`config.mk`:
```
export PLATFORM = sky130hd
export DESIGN_NAME = cs_request_buffer
export DESIGN_NICKNAME = d
export VERILOG_FILES = /design/src/rtl/csrb_pkg.sv /design/src/rtl/csrb_control.sv /design/src/rtl/csrb_datapath.sv /design/src/rtl/cs_request_buffer.sv
export SDC_FILE = /design/constraint.sdc
export NUM_CORES = 1
export LEC_CHECK = 0
export BUFFER_PORTS_ARGS = -buffer_cell sky130_fd_sc_hd__buf_2
export CORE_UTILIZATION = 55
export CTS_CLUSTER_DIAMETER = 30
export DETAILED_ROUTE_END_ITERATION = 16
export HOLD_SLACK_MARGIN = 0.08
export PLACE_DENSITY = 0.76
export SYNTH_ARGS = -nofsm -noshare
export SYNTH_HDL_FRONTEND = slang
export SYNTH_SLANG_ARGS = --single-unit
export TNS_END_PERCENT = 20
```
`constraint.sdc`:
```
create_clock -name clk -period 10.1 [get_ports clk]
set_input_delay 1.01 -clock clk [delete_from_list [all_inputs] [get_ports clk]]
set_output_delay 1.01 -clock clk [all_outputs]
set_load 0.01 [all_outputs]
```
`src/rtl/csrb_pkg.sv`:
```
package csrb_pkg;
  // Strobes from the control half to the datapath half.
  typedef struct packed {
    logic push;    // store the offered request at the tail
    logic pop;     // hand the head to the large core
    logic goLocal; // answer the offered request with run-locally
    logic doneEn;  // completion of the section in flight
  } csrbStrobes_t;
endpackage

```
`src/rtl/csrb_control.sv`:
```
module csrb_control
  import csrb_pkg::*;
#(
  parameter int DEPTH = 8,
  localparam int CNT_W = $clog2(DEPTH + 1)
) (
  input  logic             clk,
  input  logic             rstN,
  input  logic             reqValid,
  input  logic             dispReady,
  input  logic             doneIn,
  input  logic             predictLocal,
  output logic             reqReady,
  output logic             dispValid,
  output logic [CNT_W-1:0] count,
  output csrbStrobes_t     strobes
);
  logic busy;
  logic isEmpty;
  logic isFull;
  logic popFire;
  logic accept;

  assign isEmpty   = (count == '0);
  assign isFull    = (count == CNT_W'(DEPTH));
  assign dispValid = !isEmpty && !busy;
  assign popFire   = dispValid && dispReady;
  assign reqReady  = !isFull || popFire;
  assign accept    = reqValid && reqReady;

  always_comb begin
    strobes.push    = accept && !predictLocal;
    strobes.goLocal = accept && predictLocal;
    strobes.pop     = popFire;
    strobes.doneEn  = doneIn && busy;
  end

  always_ff @(posedge clk) begin
    if (!rstN) begin
      count <= '0;
      busy  <= 1'b0;
    end else begin
      count <= count + CNT_W'(strobes.push) - CNT_W'(strobes.pop);
      if (strobes.pop)         busy <= 1'b1;
      else if (strobes.doneEn) busy <= 1'b0;
    end
  end
endmodule

```
`src/rtl/csrb_datapath.sv`:
```
module csrb_datapath
  import csrb_pkg::*;
#(
  parameter int DEPTH       = 8,
  parameter int NUM_CORES   = 28,
  parameter int LOCK_W      = 32,
  parameter int PC_W        = 32,
  parameter int TBL_ENTRIES = 16,
  parameter int CTR_W       = 2,
  localparam int PTR_W  = $clog2(DEPTH),
  localparam int CNT_W  = $clog2(DEPTH + 1),
  localparam int CORE_W = $clog2(NUM_CORES),
  localparam int IDX_W  = $clog2(TBL_ENTRIES)
) (
  input  logic                 clk,
  input  logic                 rstN,
  input  csrbStrobes_t         strobes,
  input  logic [CNT_W-1:0]     count,
  input  logic [LOCK_W-1:0]    reqLock,
  input  logic [PC_W-1:0]      reqTarget,
  input  logic [PC_W-1:0]      reqStack,
  input  logic [CORE_W-1:0]    reqCore,
  output logic                 predictLocal,
  output logic [LOCK_W-1:0]    dispLock,
  output logic [PC_W-1:0]      dispTarget,
  output logic [PC_W-1:0]      dispStack,
  output logic [CORE_W-1:0]    dispCore,
  output logic [NUM_CORES-1:0] doneVec,
  output logic [NUM_CORES-1:0] localVec
);
  localparam logic [CTR_W-1:0] CTR_MAX = {CTR_W{1'b1}};

  logic [LOCK_W-1:0] lockMem [DEPTH];
  logic [PC_W-1:0]   tgtMem  [DEPTH];
  logic [PC_W-1:0]   spMem   [DEPTH];
  logic [CORE_W-1:0] coreMem [DEPTH];
  logic [PTR_W-1:0]  wrPtr;
  logic [PTR_W-1:0]  rdPtr;
  logic [CTR_W-1:0]  ctrTbl [TBL_ENTRIES];
  logic [CORE_W-1:0] owner;
  logic [DEPTH-1:0]  diffVec;
  logic              otherLock;
  logic [IDX_W-1:0]  popIdx;
  logic [NUM_CORES-1:0] reqOneHot;
  logic [NUM_CORES-1:0] ownerOneHot;

  function automatic logic [PTR_W-1:0] nextPtr(input logic [PTR_W-1:0] p);
    return (p == PTR_W'(DEPTH - 1)) ? '0 : p + 1'b1;
  endfunction

  // Head of the queue, seen by the large core.
  assign dispLock   = lockMem[rdPtr];
  assign dispTarget = tgtMem[rdPtr];
  assign dispStack  = spMem[rdPtr];
  assign dispCore   = coreMem[rdPtr];

  // Find waiting entries (not the head) that guard another lock.
  for (genvar i = 0; i < DEPTH; i++) begin : g_slot
    logic [PTR_W:0] rawOfs;
    logic [PTR_W:0] ofs;
    assign rawOfs = {1'b0, PTR_W'(i)} + (PTR_W + 1)'(DEPTH) - {1'b0, rdPtr};
    assign ofs    = (rawOfs >= (PTR_W + 1)'(DEPTH)) ? rawOfs - (PTR_W + 1)'(DEPTH) : rawOfs;
    assign diffVec[i] = (ofs != '0) && (ofs < (PTR_W + 1)'(count)) &&
                        (lockMem[i] != dispLock);
  end
  assign otherLock = |diffVec;

  assign popIdx       = dispLock[IDX_W-1:0];
  assign predictLocal = ctrTbl[reqLock[IDX_W-1:0]][CTR_W-1];

  // Storage and pointers.
  always_ff @(posedge clk) begin
    if (!rstN) begin
      wrPtr <= '0;
      rdPtr <= '0;
    end else begin
      if (strobes.push) begin
        lockMem[wrPtr] <= reqLock;
        tgtMem[wrPtr]  <= reqTarget;
        spMem[wrPtr]   <= reqStack;
        coreMem[wrPtr] <= reqCore;
        wrPtr          <= nextPtr(wrPtr);
      end
      if (strobes.pop) rdPtr <= nextPtr(rdPtr);
    end
  end

  // Saturating counters that track false serialization.
  for (genvar t = 0; t < TBL_ENTRIES; t++) begin : g_ctr
    always_ff @(posedge clk) begin
      if (!rstN) begin
        ctrTbl[t] <= '0;
      end else if (strobes.pop && popIdx == IDX_W'(t)) begin
        if (otherLock && ctrTbl[t] != CTR_MAX)      ctrTbl[t] <= ctrTbl[t] + 1'b1;
        else if (!otherLock && ctrTbl[t] != '0)     ctrTbl[t] <= ctrTbl[t] - 1'b1;
      end
    end
  end

  // One-hot decode of the core numbers used for responses.
  for (genvar c = 0; c < NUM_CORES; c++) begin : g_dec
    assign reqOneHot[c]   = (reqCore == CORE_W'(c));
    assign ownerOneHot[c] = (owner == CORE_W'(c));
  end

  always_ff @(posedge clk) begin
    if (!rstN) begin
      owner    <= '0;
      doneVec  <= '0;
      localVec <= '0;
    end else begin
      if (strobes.pop) owner <= dispCore;
      doneVec  <= strobes.doneEn  ? ownerOneHot : '0;
      localVec <= strobes.goLocal ? reqOneHot   : '0;
    end
  end
endmodule

```
`src/rtl/cs_request_buffer.sv`:
```
module cs_request_buffer
  import csrb_pkg::*;
#(
  parameter int DEPTH       = 8,
  parameter int NUM_CORES   = 28,
  parameter int LOCK_W      = 32,
  parameter int PC_W        = 32,
  parameter int TBL_ENTRIES = 16,
  parameter int CTR_W       = 2,
  localparam int CORE_W = $clog2(NUM_CORES),
  localparam int CNT_W  = $clog2(DEPTH + 1)
) (
  input  logic                 clk,
  input  logic                 rstN,
  input  logic                 reqValid,
  output logic                 reqReady,
  input  logic [LOCK_W-1:0]    reqLock,
  input  logic [PC_W-1:0]      reqTarget,
  input  logic [PC_W-1:0]      reqStack,
  input  logic [CORE_W-1:0]    reqCore,
  output logic                 dispValid,
  input  logic                 dispReady,
  output logic [LOCK_W-1:0]    dispLock,
  output logic [PC_W-1:0]      dispTarget,
  output logic [PC_W-1:0]      dispStack,
  output logic [CORE_W-1:0]    dispCore,
  input  logic                 doneIn,
  output logic [NUM_CORES-1:0] doneVec,
  output logic [NUM_CORES-1:0] localVec
);
  csrbStrobes_t     strobes;
  logic [CNT_W-1:0] fifoCount;
  logic             predictLocal;

  csrb_control #(.DEPTH(DEPTH)) u_ctrl (
    .clk(clk), .rstN(rstN), .reqValid(reqValid), .dispReady(dispReady),
    .doneIn(doneIn), .predictLocal(predictLocal), .reqReady(reqReady),
    .dispValid(dispValid), .count(fifoCount), .strobes(strobes)
  );

  csrb_datapath #(
    .DEPTH(DEPTH), .NUM_CORES(NUM_CORES), .LOCK_W(LOCK_W), .PC_W(PC_W),
    .TBL_ENTRIES(TBL_ENTRIES), .CTR_W(CTR_W)
  ) u_dp (
    .clk(clk), .rstN(rstN), .strobes(strobes), .count(fifoCount),
    .reqLock(reqLock), .reqTarget(reqTarget), .reqStack(reqStack),
    .reqCore(reqCore), .predictLocal(predictLocal), .dispLock(dispLock),
    .dispTarget(dispTarget), .dispStack(dispStack), .dispCore(dispCore),
    .doneVec(doneVec), .localVec(localVec)
  );
endmodule

```
==> impl_metrics.csv, run 1 <==
group,metric,value,unit
run_status,status,"complete, no violations",
placement,dp_hpwl,57700,um
power_and_ir_drop,power_density,258,nW/um2
clock_tree,cts_tree,"yes",
die,start_util,55.9,%
power_and_ir_drop,max-vdd-ir-drop,0.240,mV
die,rows,97,
die,die_h,270,um
synthesis,synth_top_family_by_area,"multiplexers",
sta,skew,32.4,ps
sta,finalCritPeriodShare,60.9,%
setup_path,worstSetupEndpointType,"register",
synthesis,synth_edf_count,840,
cells_and_area,fin_cells,3715,
die,core_area,70500,um2
sta,setup_viol,0,
setup_path,r2r_cells,11,
synthesis,ys_seq_area_share,67.8,%
sta,tns,0,ps
clock_tree,cts_buffer_depth,3,
detailed_routing,viasPerCell,5.98,
power_and_ir_drop,finalPower,12.2,mW
setup_path,start_kind,"register",
setup_path,critical_path_class,"reg -> reg",
synthesis,synth.area.top_cells,"edfxtp_1 64%, mux4_2 11%, dfxtp_1 3.8%",
detailed_routing,drt_iter0_drc,2331,
clock_tree,cts.htree.levels,4,
global_route,grt_max_degree,122,
placement,dp_slack,4020,ps
synthesis,ys.flop_type,"edfxtp_1",
detailed_routing,ant_nets,0,
setup_path,rr_endpoint,"u_dp.ctrTbl[15][1]",
clock_tree,cts_root_buf,"clkbuf_16",
setup_path,critPathTopFamily,"simple AND/OR/NAND/NOR gates",
sta,clock.fmax,163,MHz
detailed_routing,routedWlPerCell,26.1,um
synthesis,synth_xor_area_share,5.80,%
global_route,antenna_found_initial,15,
setup_path,crit_slowest_cell,"buf_4",
power_and_ir_drop,cellLeakagePower,16.2,nW
synthesis,syn_inst,2260,
setup_path,path_cells,"buf_4 > buf_4 > mux4_2 > mux2i_4 > xnor2_1 > nor4_1 > nand4_1 > o21ai_2 > nand4_4 > or4_1 > a211oi_1",
die,fp.dieW,270,um
setup_path,cp_common_cell,"buf_4",
min_path,hold_class,"reg -> reg",
die,die_area,72700,um2
setup_path,cp.arrival,6680,ps
placement,dp_cells,3413,
global_route,grt_pass1_wl,144000,um
synthesis,ys_ff_latch,915,
cells_and_area,seq_area,26700,um2
flow_run,drv_cap,0,
clock_tree,cts_buffers,158,
detailed_routing,drc,0,
setup_path,cp.depth,11,
cells_and_area,fillCellCount,4581,
cells_and_area,fin_area,47400,um2
sta,final_max_slew_viol_count,0,
cells_and_area,multi_input_area,12000,um2
global_route,grt_pass1_vias,23100,
placement,gp_congestion,0.895,
cells_and_area,fin_nets,2807,
clock_tree,cts.sink_count,915,
min_path,min_path_cells,2,
setup_path,crit_fanout,74,
synthesis,yosysMostFrequentCell,"edfxtp_1",
sta,setup_ws,3950,ps
sta,fin_crit,6150,ps
synthesis,async_flop_share,0,%
setup_path,cp.required,10630,ps
placement,io_buffers,264,
sta,maxSlewHeadroom,22.8,%
detailed_routing,num_vias,22200,
synthesis,synth.area.mux_share,14.6,%
setup_path,max_stage_delay,970,ps
synthesis,netlist_area,39400,um2
synthesis,synth_warnings,0,
global_route,grt_overflow,0,
sta,tightest_slew,1160,ps
clock_tree,cts_hold_buf,0,
sta,rsz0062_at_grt,"no",
detailed_routing,wirelength,96900,um
clock_tree,clock_latency,750,ps
synthesis,ys_types,62,
clock_tree,path_clk_slew,50,ps
synthesis,synth.top_cell.area_share,64.0,%
clock_tree,cts_resized,0,
setup_path,critPathCapture,"u_dp.ctrTbl[15][1]",
detailed_routing,firstDrtPassIters,6,
synthesis,synth_compound_area_share,2.48,%
placement,placed_area,41800,um2
cells_and_area,area.growth.synth_to_final,20.3,%
setup_path,reg2reg_slack,3950,ps
synthesis,yosysTopAreaCell,"edfxtp_1",
setup_path,path_buf_inv,2,
synthesis,yosys.area_share.simple,5.14,%
global_route,track_usage,26.8,%
synthesis,synth.avg_cell_area,17.4,um2
synthesis,synthAdderAreaFrac,2.18,%
die,io-pin-count,265,
sta,finalHoldViolations,0,
cells_and_area,drive_gt1_share,31.3,%
clock_tree,postCtsSetupRepairBufs,0,
synthesis,synth_commonest_cells,"840 x edfxtp_1, 186 x mux4_2, 156 x xnor2_1",
==> worst register-to-register path, cell delays in order, from the launching register on <==
cell and delay [ps]:
dfxtp_4 630, buf_4 600, buf_4 1020, mux4_2 510, mux2i_4 370, xnor2_1 110, nor4_1 500, nand4_1 210
o21ai_2 220, nand4_4 690, or4_1 810, a211oi_1 270
==> worst min-delay path by stage <==
stage | end | slack (ps) | start
2_1_floorplan | u_dp.owner[4] | 460 | u_dp.owner[4]
3_5_place_dp | u_dp.owner[4] | 490 | u_dp.owner[4]
4_1_cts | u_dp.tgtMem[5][1] | 490 | reqTarget[1]
3_3_place_gp | u_dp.owner[4] | 480 | u_dp.owner[4]
5_1_grt | u_dp.tgtMem[4][24] | 500 | reqTarget[24]
6_report | u_ctrl.busy | 510 | u_ctrl.busy
==> sequential cells by signal, summed over array words and instances (netlist names), named ones only <==
register and cells:
u_ctrl.busy 1, u_ctrl.count 4, u_dp.coreMem 40, u_dp.ctrTbl 32
u_dp.doneVec 28, u_dp.localVec 28, u_dp.lockMem 256, u_dp.owner 5
u_dp.rdPtr 3, u_dp.spMem 256, u_dp.tgtMem 256, u_dp.wrPtr 3
==> cell families (layout without fill, tap and decap cells) <==
group / count (synthesis) / after routing
flops: 915 / 915
simple gates: 400 / 400
mux: 312 / 312
xor+xnor: 261 / 261
buf+inv: 177 / 682
compound gates: 126 / 126
fa+ha+maj: 68 / 68
other cells: 1 / 11
==> cell usage in the layout, fill, tap and decap left out, types with 23 or more instances in the layout <==
cell | netlist | layout
buf_2 | 15 | 264
buf_4 | 3 | 30
bufinv_16 | 0 | 23
clkbuf_16 | 0 | 162
clkinv_2 | 0 | 25
dfxtp_1 | 75 | 72
edfxtp_1 | 840 | 840
ha_1 | 67 | 67
inv_1 | 89 | 89
mux2_2 | 72 | 72
mux2i_1 | 32 | 32
mux4_2 | 186 | 186
nand2_1 | 85 | 85
nand4_1 | 34 | 34
nor2_1 | 95 | 89
nor2b_1 | 30 | 30
nor3_1 | 43 | 41
nor4_1 | 41 | 41
xnor2_1 | 156 | 156
xor2_1 | 105 | 105
==> per-layer routing <==
layer	GRT usage, %	wire (um)
met1	34.1	37000
met2	44.4	48000
met5	0	135
met3	6.83	8970
met4	10.2	2780
==> final cells by class <==
cell class              count  share of cell area [%]
clock buffers             182                    8.77
diodes                      7                  0.0369
clock inverters           113                    3.02
flip-flops and latches    915                    56.4
inverters                  91                   0.723
well taps                 940                    2.48
multi-input cells        1171                    25.3
repair buffers            296                    3.35
==> through the flow <==
step                      hold slack [ps]  util, %
after floorplan                       457        -
after global placement                481     59.3
after detailed placement              487     59.3
after CTS                             487     67.2
after global routing                  504     67.2
final                                 509     67.3
==> where the power goes <==
group,internal [mW],leakage [nW],switching (mW)
combinational,0.976,5.21,1.39
clock,3.59,2.72,1.93
sequential,4.24,8.22,0.0929
total,8.80,16.2,3.41
Note: power is estimated with default switching activity, not from simulation.
==> inputs of run 2 (changes only) <==
==> constraint.sdc (replaced) <==
create_clock -name clk -period 5.12 [get_ports clk]
set_input_delay 0.512 -clock clk [delete_from_list [all_inputs] [get_ports clk]]
set_output_delay 0.512 -clock clk [all_outputs]
set_load 0.01 [all_outputs]
==> impl_metrics.csv, run 2 (synthesis results as in run 1) <==
group,metric,value,unit
global_route,track_usage,26.9,%
clock_tree,cts.sink_count,915,
cells_and_area,fin_area,48600,um2
global_route,grt_overflow,0,
sta,fin_crit,4700,ps
sta,setup_viol,0,
setup_path,path_cells,"mux4_2 > mux2i_4 > xor2_1 > nand4_1 > nor4_1 > nand3_1 > nor4_2 > o2111ai_4 > buf_4 > o21a_1 > o31ai_1",
setup_path,max_stage_delay,590,ps
min_path,hold_class,"in -> reg",
sta,hold-worst-slack,138,ps
setup_path,worstSetupEndpointType,"register",
cells_and_area,fillCellCount,4489,
clock_tree,path_clk_slew,50,ps
setup_path,crit_slowest_cell,"dfxtp_4",
clock_tree,clock_latency,730,ps
detailed_routing,routedWlPerCell,25.3,um
detailed_routing,wirelength,96700,um
setup_path,start_kind,"register",
detailed_routing,ant_nets,0,
placement,io_buffers,264,
sta,finalCritPeriodShare,91.7,%
run_status,status,"complete, no violations",
cells_and_area,area.growth.synth_to_final,23.3,%
die,io-pin-count,265,
placement,dp_cells,3431,
sta,maxSlewHeadroom,18.3,%
die,core_area,70500,um2
clock_tree,cts_buffers,157,
global_route,grt_pass1_vias,23800,
detailed_routing,firstDrtPassIters,5,
setup_path,cp.arrival,5060,ps
power_and_ir_drop,max-vdd-ir-drop,0.430,mV
clock_tree,cts_root_buf,"clkbuf_16",
cells_and_area,final_common_cell,"edfxtp_1",
cells_and_area,drive_gt1_share,30.6,%
sta,finalHoldViolations,0,
cells_and_area,fin_nets,2916,
sta,tns,0,ps
placement,gp_congestion,0.919,
die,rows,97,
setup_path,critical_path_class,"reg -> reg",
die,die_h,270,um
detailed_routing,num_vias,22500,
global_route,grt_pass1_wl,147000,um
flow_run,drv_cap,0,
sta,skew,34.9,ps
sta,clock.fmax,213,MHz
detailed_routing,drc,0,
cells_and_area,final_cell_mix,"840 x edfxtp_1, 264 x buf_2, 186 x mux4_2",
detailed_routing,drt_iter0_drc,2178,
placement,placed_area,42200,um2
die,start_util,55.9,%
clock_tree,postCtsSetupRepairBufs,0,
placement,dp_slack,506,ps
cells_and_area,top_regs,"u_dp.lockMem (256), u_dp.spMem (256), u_dp.tgtMem (256)",
global_route,antenna_found_initial,3,
power_and_ir_drop,cellLeakagePower,16.6,nW
sta,final_max_slew_viol_count,0,
die,fp.dieW,270,um
clock_tree,cts.htree.levels,4,
sta,rsz0062_at_grt,"no",
sta,tightest_slew,1220,ps
sta,setup_ws,423,ps
global_route,grt_max_degree,82,
placement,dp_hpwl,57600,um
detailed_routing,viasPerCell,5.90,
clock_tree,cts_tree,"yes",
setup_path,crit_fanout,64,
cells_and_area,fin_cells,3817,
setup_path,cp.required,5480,ps
clock_tree,cts_buffer_depth,3,
die,die_area,72700,um2
power_and_ir_drop,power_density,495,nW/um2
-- run 2: cell types whose count changed in the layout (fill, tap and decap cells not counted), sizes merged --
| cell | delta |
|---|---|
| buf | +18 |
| clkinvlp | +6 |
| dlygate4sd3 | +92 |
| clkbuf | -1 |
| clkinv | +1 |
| bufinv | -2 |
| inv | -7 |
| diode | -5 |
-- run 2: where the power goes --
| group | total [mW] | internal, mW | switching, mW |
|---|---|---|---|
| registers | 8.52 | 8.36 | 0.157 |
| logic | 4.86 | 2.04 | 2.82 |
| clock network | 10.7 | 6.96 | 3.69 |
| total | 24.0 | 17.4 | 6.66 |
-- run 2: critical path: cells and delay by family (launching register included) --
family                 cells  cell delay [ps]
AND/OR/NAND/NOR            4             1180
multiplexers               2             1010
AO/OA/AOI/OAI              3              810
flip-flops                 1              590
XOR/XNOR                   1              380
buffers and inverters      1              340
-- run 2: final timing paths --
kind                                    start                 end  slack [ps]  cells past startpoint
worst max register to register       register  u_dp.ctrTbl[13][0]         420                     11
worst min register to register  u_dp.owner[4]       u_dp.owner[4]         490                      2
worst max-delay path                 register  u_dp.ctrTbl[13][0]         420                     11
worst min-delay path               reqCore[1]  u_dp.coreMem[3][1]         140                      1
-- run 2: metrics by stage --
step	power [mW]	util, %
after floorplan	11.9	-
after global placement	13.3	59.8
after detailed placement	13.4	59.8
after CTS	24.2	68.9
after global routing	24.9	68.9
final	24.0	68.9
-- run 2: per-layer routing --
layer | vias up | track usage (%) | part of all wire [%]
li1 | 9806 | - | -
met1 | 11400 | 34.8 | 39
met2 | 1074 | 44.4 | 50
met3 | 199 | 6.88 | 8.7
met4 | 6 | 9.32 | 2.6
met5 | - | 0 | 0.042
-- run 2: layout make-up --
cell class,instances,area (um2),area share (%)
sequential,915,26700,55.0
multi-input combinational,1171,12000,24.7
clock buffer,181,4180,8.60
timing repair buffer,406,2830,5.82
clock inverter,111,1330,2.74
tap,940,1180,2.42
inverter,91,344,0.708
antenna,2,5.00,0.0103
-- run 2: what timing repair did --
action / in CTS / in global routing
resized for setup: 0 / 0
hold buffers: 92 / 0
hold endpoints to repair: 722 / 0
endpoints found under the setup margin: 0 / 0
==> inputs of run 3 (changes only) <==
--- a/config.mk
+++ b/config.mk
@@ -11,6 +11,7 @@
 export DETAILED_ROUTE_END_ITERATION = 16
 export HOLD_SLACK_MARGIN = 0.08
 export PLACE_DENSITY = 0.76
+export RECOVER_POWER = 100
 export SYNTH_ARGS = -nofsm -noshare
 export SYNTH_HDL_FRONTEND = slang
 export SYNTH_SLANG_ARGS = --single-unit
==> impl_metrics.csv, run 3 (synthesis results as in run 1) <==
group,metric,value,unit
cells_and_area,seq_area,26700,um2
flow_run,drv_cap,0,
die,fp.dieW,270,um
setup_path,r2r_start,"u_ctrl.count[3]",
setup_path,start_kind,"register",
detailed_routing,drc,0,
sta,finalCritPeriodShare,94.3,%
placement,dp_slack,506,ps
setup_path,cp.required,5440,ps
die,rows,97,
sta,finalHoldViolations,0,
sta,tightest_slew,1480,ps
die,start_util,55.9,%
clock_tree,cts_tree,"yes",
clock_tree,path_clk_slew,50,ps
cells_and_area,final_core_util,68.2,%
clock_tree,postCtsSetupRepairBufs,0,
clock_tree,cts.sink_count,915,
placement,io_buffers,264,
detailed_routing,drt_iter0_drc,2142,
setup_path,critical_path_class,"reg -> reg",
min_path,hold_class,"in -> reg",
clock_tree,cts_root_buf,"clkbuf_16",
sta,maxSlewHeadroom,1.22,%
detailed_routing,routedWlPerCell,25.3,um
detailed_routing,viasPerCell,5.91,
detailed_routing,firstDrtPassIters,5,
die,core_area,70500,um2
setup_path,reg2reg_slack,290,ps
placement,dp_hpwl,57600,um
detailed_routing,ant_nets,0,
sta,fin_crit,4830,ps
sta,clock.fmax,207,MHz
setup_path,cp.arrival,5150,ps
min_path,worstHoldStart,"reqLock[28]",
power_and_ir_drop,cellLeakagePower,15.8,nW
global_route,grt_max_degree,82,
setup_path,crit_path_start,"u_ctrl.count[3]",
sta,hold-worst-slack,231,ps
placement,dp_cells,3431,
power_and_ir_drop,power_density,498,nW/um2
power_and_ir_drop,max-vdd-ir-drop,0.435,mV
setup_path,rr_endpoint,"u_dp.tgtMem[5][16]",
clock_tree,cts.htree.levels,4,
detailed_routing,num_vias,22600,
global_route,grt_pass1_wl,147000,um
sta,tns,0,ps
setup_path,critPathCapture,"u_dp.tgtMem[5][16]",
setup_path,crit_fanout,70,
setup_path,worstSetupEndpointType,"register",
cells_and_area,area.growth.synth_to_final,22.0,%
cells_and_area,fillCellCount,4645,
global_route,grt_pass1_vias,23800,
cells_and_area,multi_input_area,11900,um2
global_route,antenna_found_initial,3,
min_path,min_path_cells,1,
global_route,track_usage,26.9,%
clock_tree,cts_buffers,157,
global_route,grt_overflow,0,
sta,setup_viol,0,
run_status,status,"complete, no violations",
sta,setup_ws,291,ps
clock_tree,cts_buffer_depth,3,
cells_and_area,fin_nets,2916,
cells_and_area,final_common_cell,"edfxtp_1",
placement,gp_congestion,0.919,
clock_tree,clock_latency,730,ps
die,io-pin-count,265,
setup_path,r2r_cells,11,
cells_and_area,drive_gt1_share,22.4,%
die,die_area,72700,um2
cells_and_area,final_cell_mix,"840 x edfxtp_1, 237 x clkbuf_1, 186 x mux4_2",
sta,rsz0062_at_grt,"no",
sta,final_max_slew_viol_count,0,
cells_and_area,fin_cells,3819,
detailed_routing,wirelength,96700,um
cells_and_area,top_regs,"u_dp.lockMem (256), u_dp.spMem (256), u_dp.tgtMem (256)",
die,die_h,270,um
sta,skew,36.5,ps
## run 3: per-layer routing
| layer | track usage (%) | part of all wire (%) | vias up | routed length (um) |
|---|---|---|---|---|
| li1 | - | - | 9816 | - |
| met1 | 34.8 | 39 | 11500 | 37900 |
| met2 | 44.4 | 50 | 1037 | 48100 |
| met3 | 6.88 | 8.3 | 220 | 8040 |
| met4 | 9.32 | 2.8 | 6 | 2680 |
| met5 | 0 | 0.042 | - | 41 |
## run 3: layout make-up
| cell class | instances | share of cell area [%] |
|---|---|---|
| sequential | 915 | 55.6 |
| multi-input combinational | 1171 | 24.8 |
| clock buffer | 181 | 8.69 |
| timing repair buffer | 406 | 4.97 |
| clock inverter | 111 | 2.77 |
| tap | 940 | 2.45 |
| inverter | 91 | 0.716 |
| antenna | 4 | 0.0208 |
## run 3: worst min path at each step
stage | endpoint
finish | u_dp.lockMem[6][28]
global route | u_dp.coreMem[1][1]
CTS | u_dp.lockMem[6][28]
detailed placement | u_dp.owner[4]
global placement | u_dp.owner[4]
floorplan | u_dp.owner[4]
## run 3: stage by stage
| stage | cell area [um2] | total power [mW] |
|---|---|---|
| 2_1_floorplan | 39400 | 11.9 |
| 3_3_place_gp | 42200 | 13.3 |
| 3_5_place_dp | 42200 | 13.4 |
| 4_1_cts | 48600 | 24.2 |
| 5_1_grt | 48100 | 24.8 |
| 6_report | 48100 | 24.0 |
## run 3: worst max-delay path, cell delays in order, from the launching register on
cell and delay, ps:
dfxtp_1 390, inv_1 180, ha_1 220, a21oi_1 200
nand2_1 90, clkbuf_1 380, nand3_1 510, nand2_1 130
nor2_1 640, nand3_1 450, nor2_4 210, buf_4 980
## run 3: report_power, final
part | internal, mW | total, mW | switching [mW]
combinational | 1.96 | 4.77 | 2.82
clock | 6.96 | 10.7 | 3.70
sequential | 8.37 | 8.52 | 0.155
## run 3: timing repair
| item | CTS | global route |
|---|---|---|
| hold buffers | 92 | 0 |
| endpoints found under the hold margin | 722 | 0 |
| endpoints found under the setup margin | 0 | 0 |
| gates resized for setup | 0 | 0 |
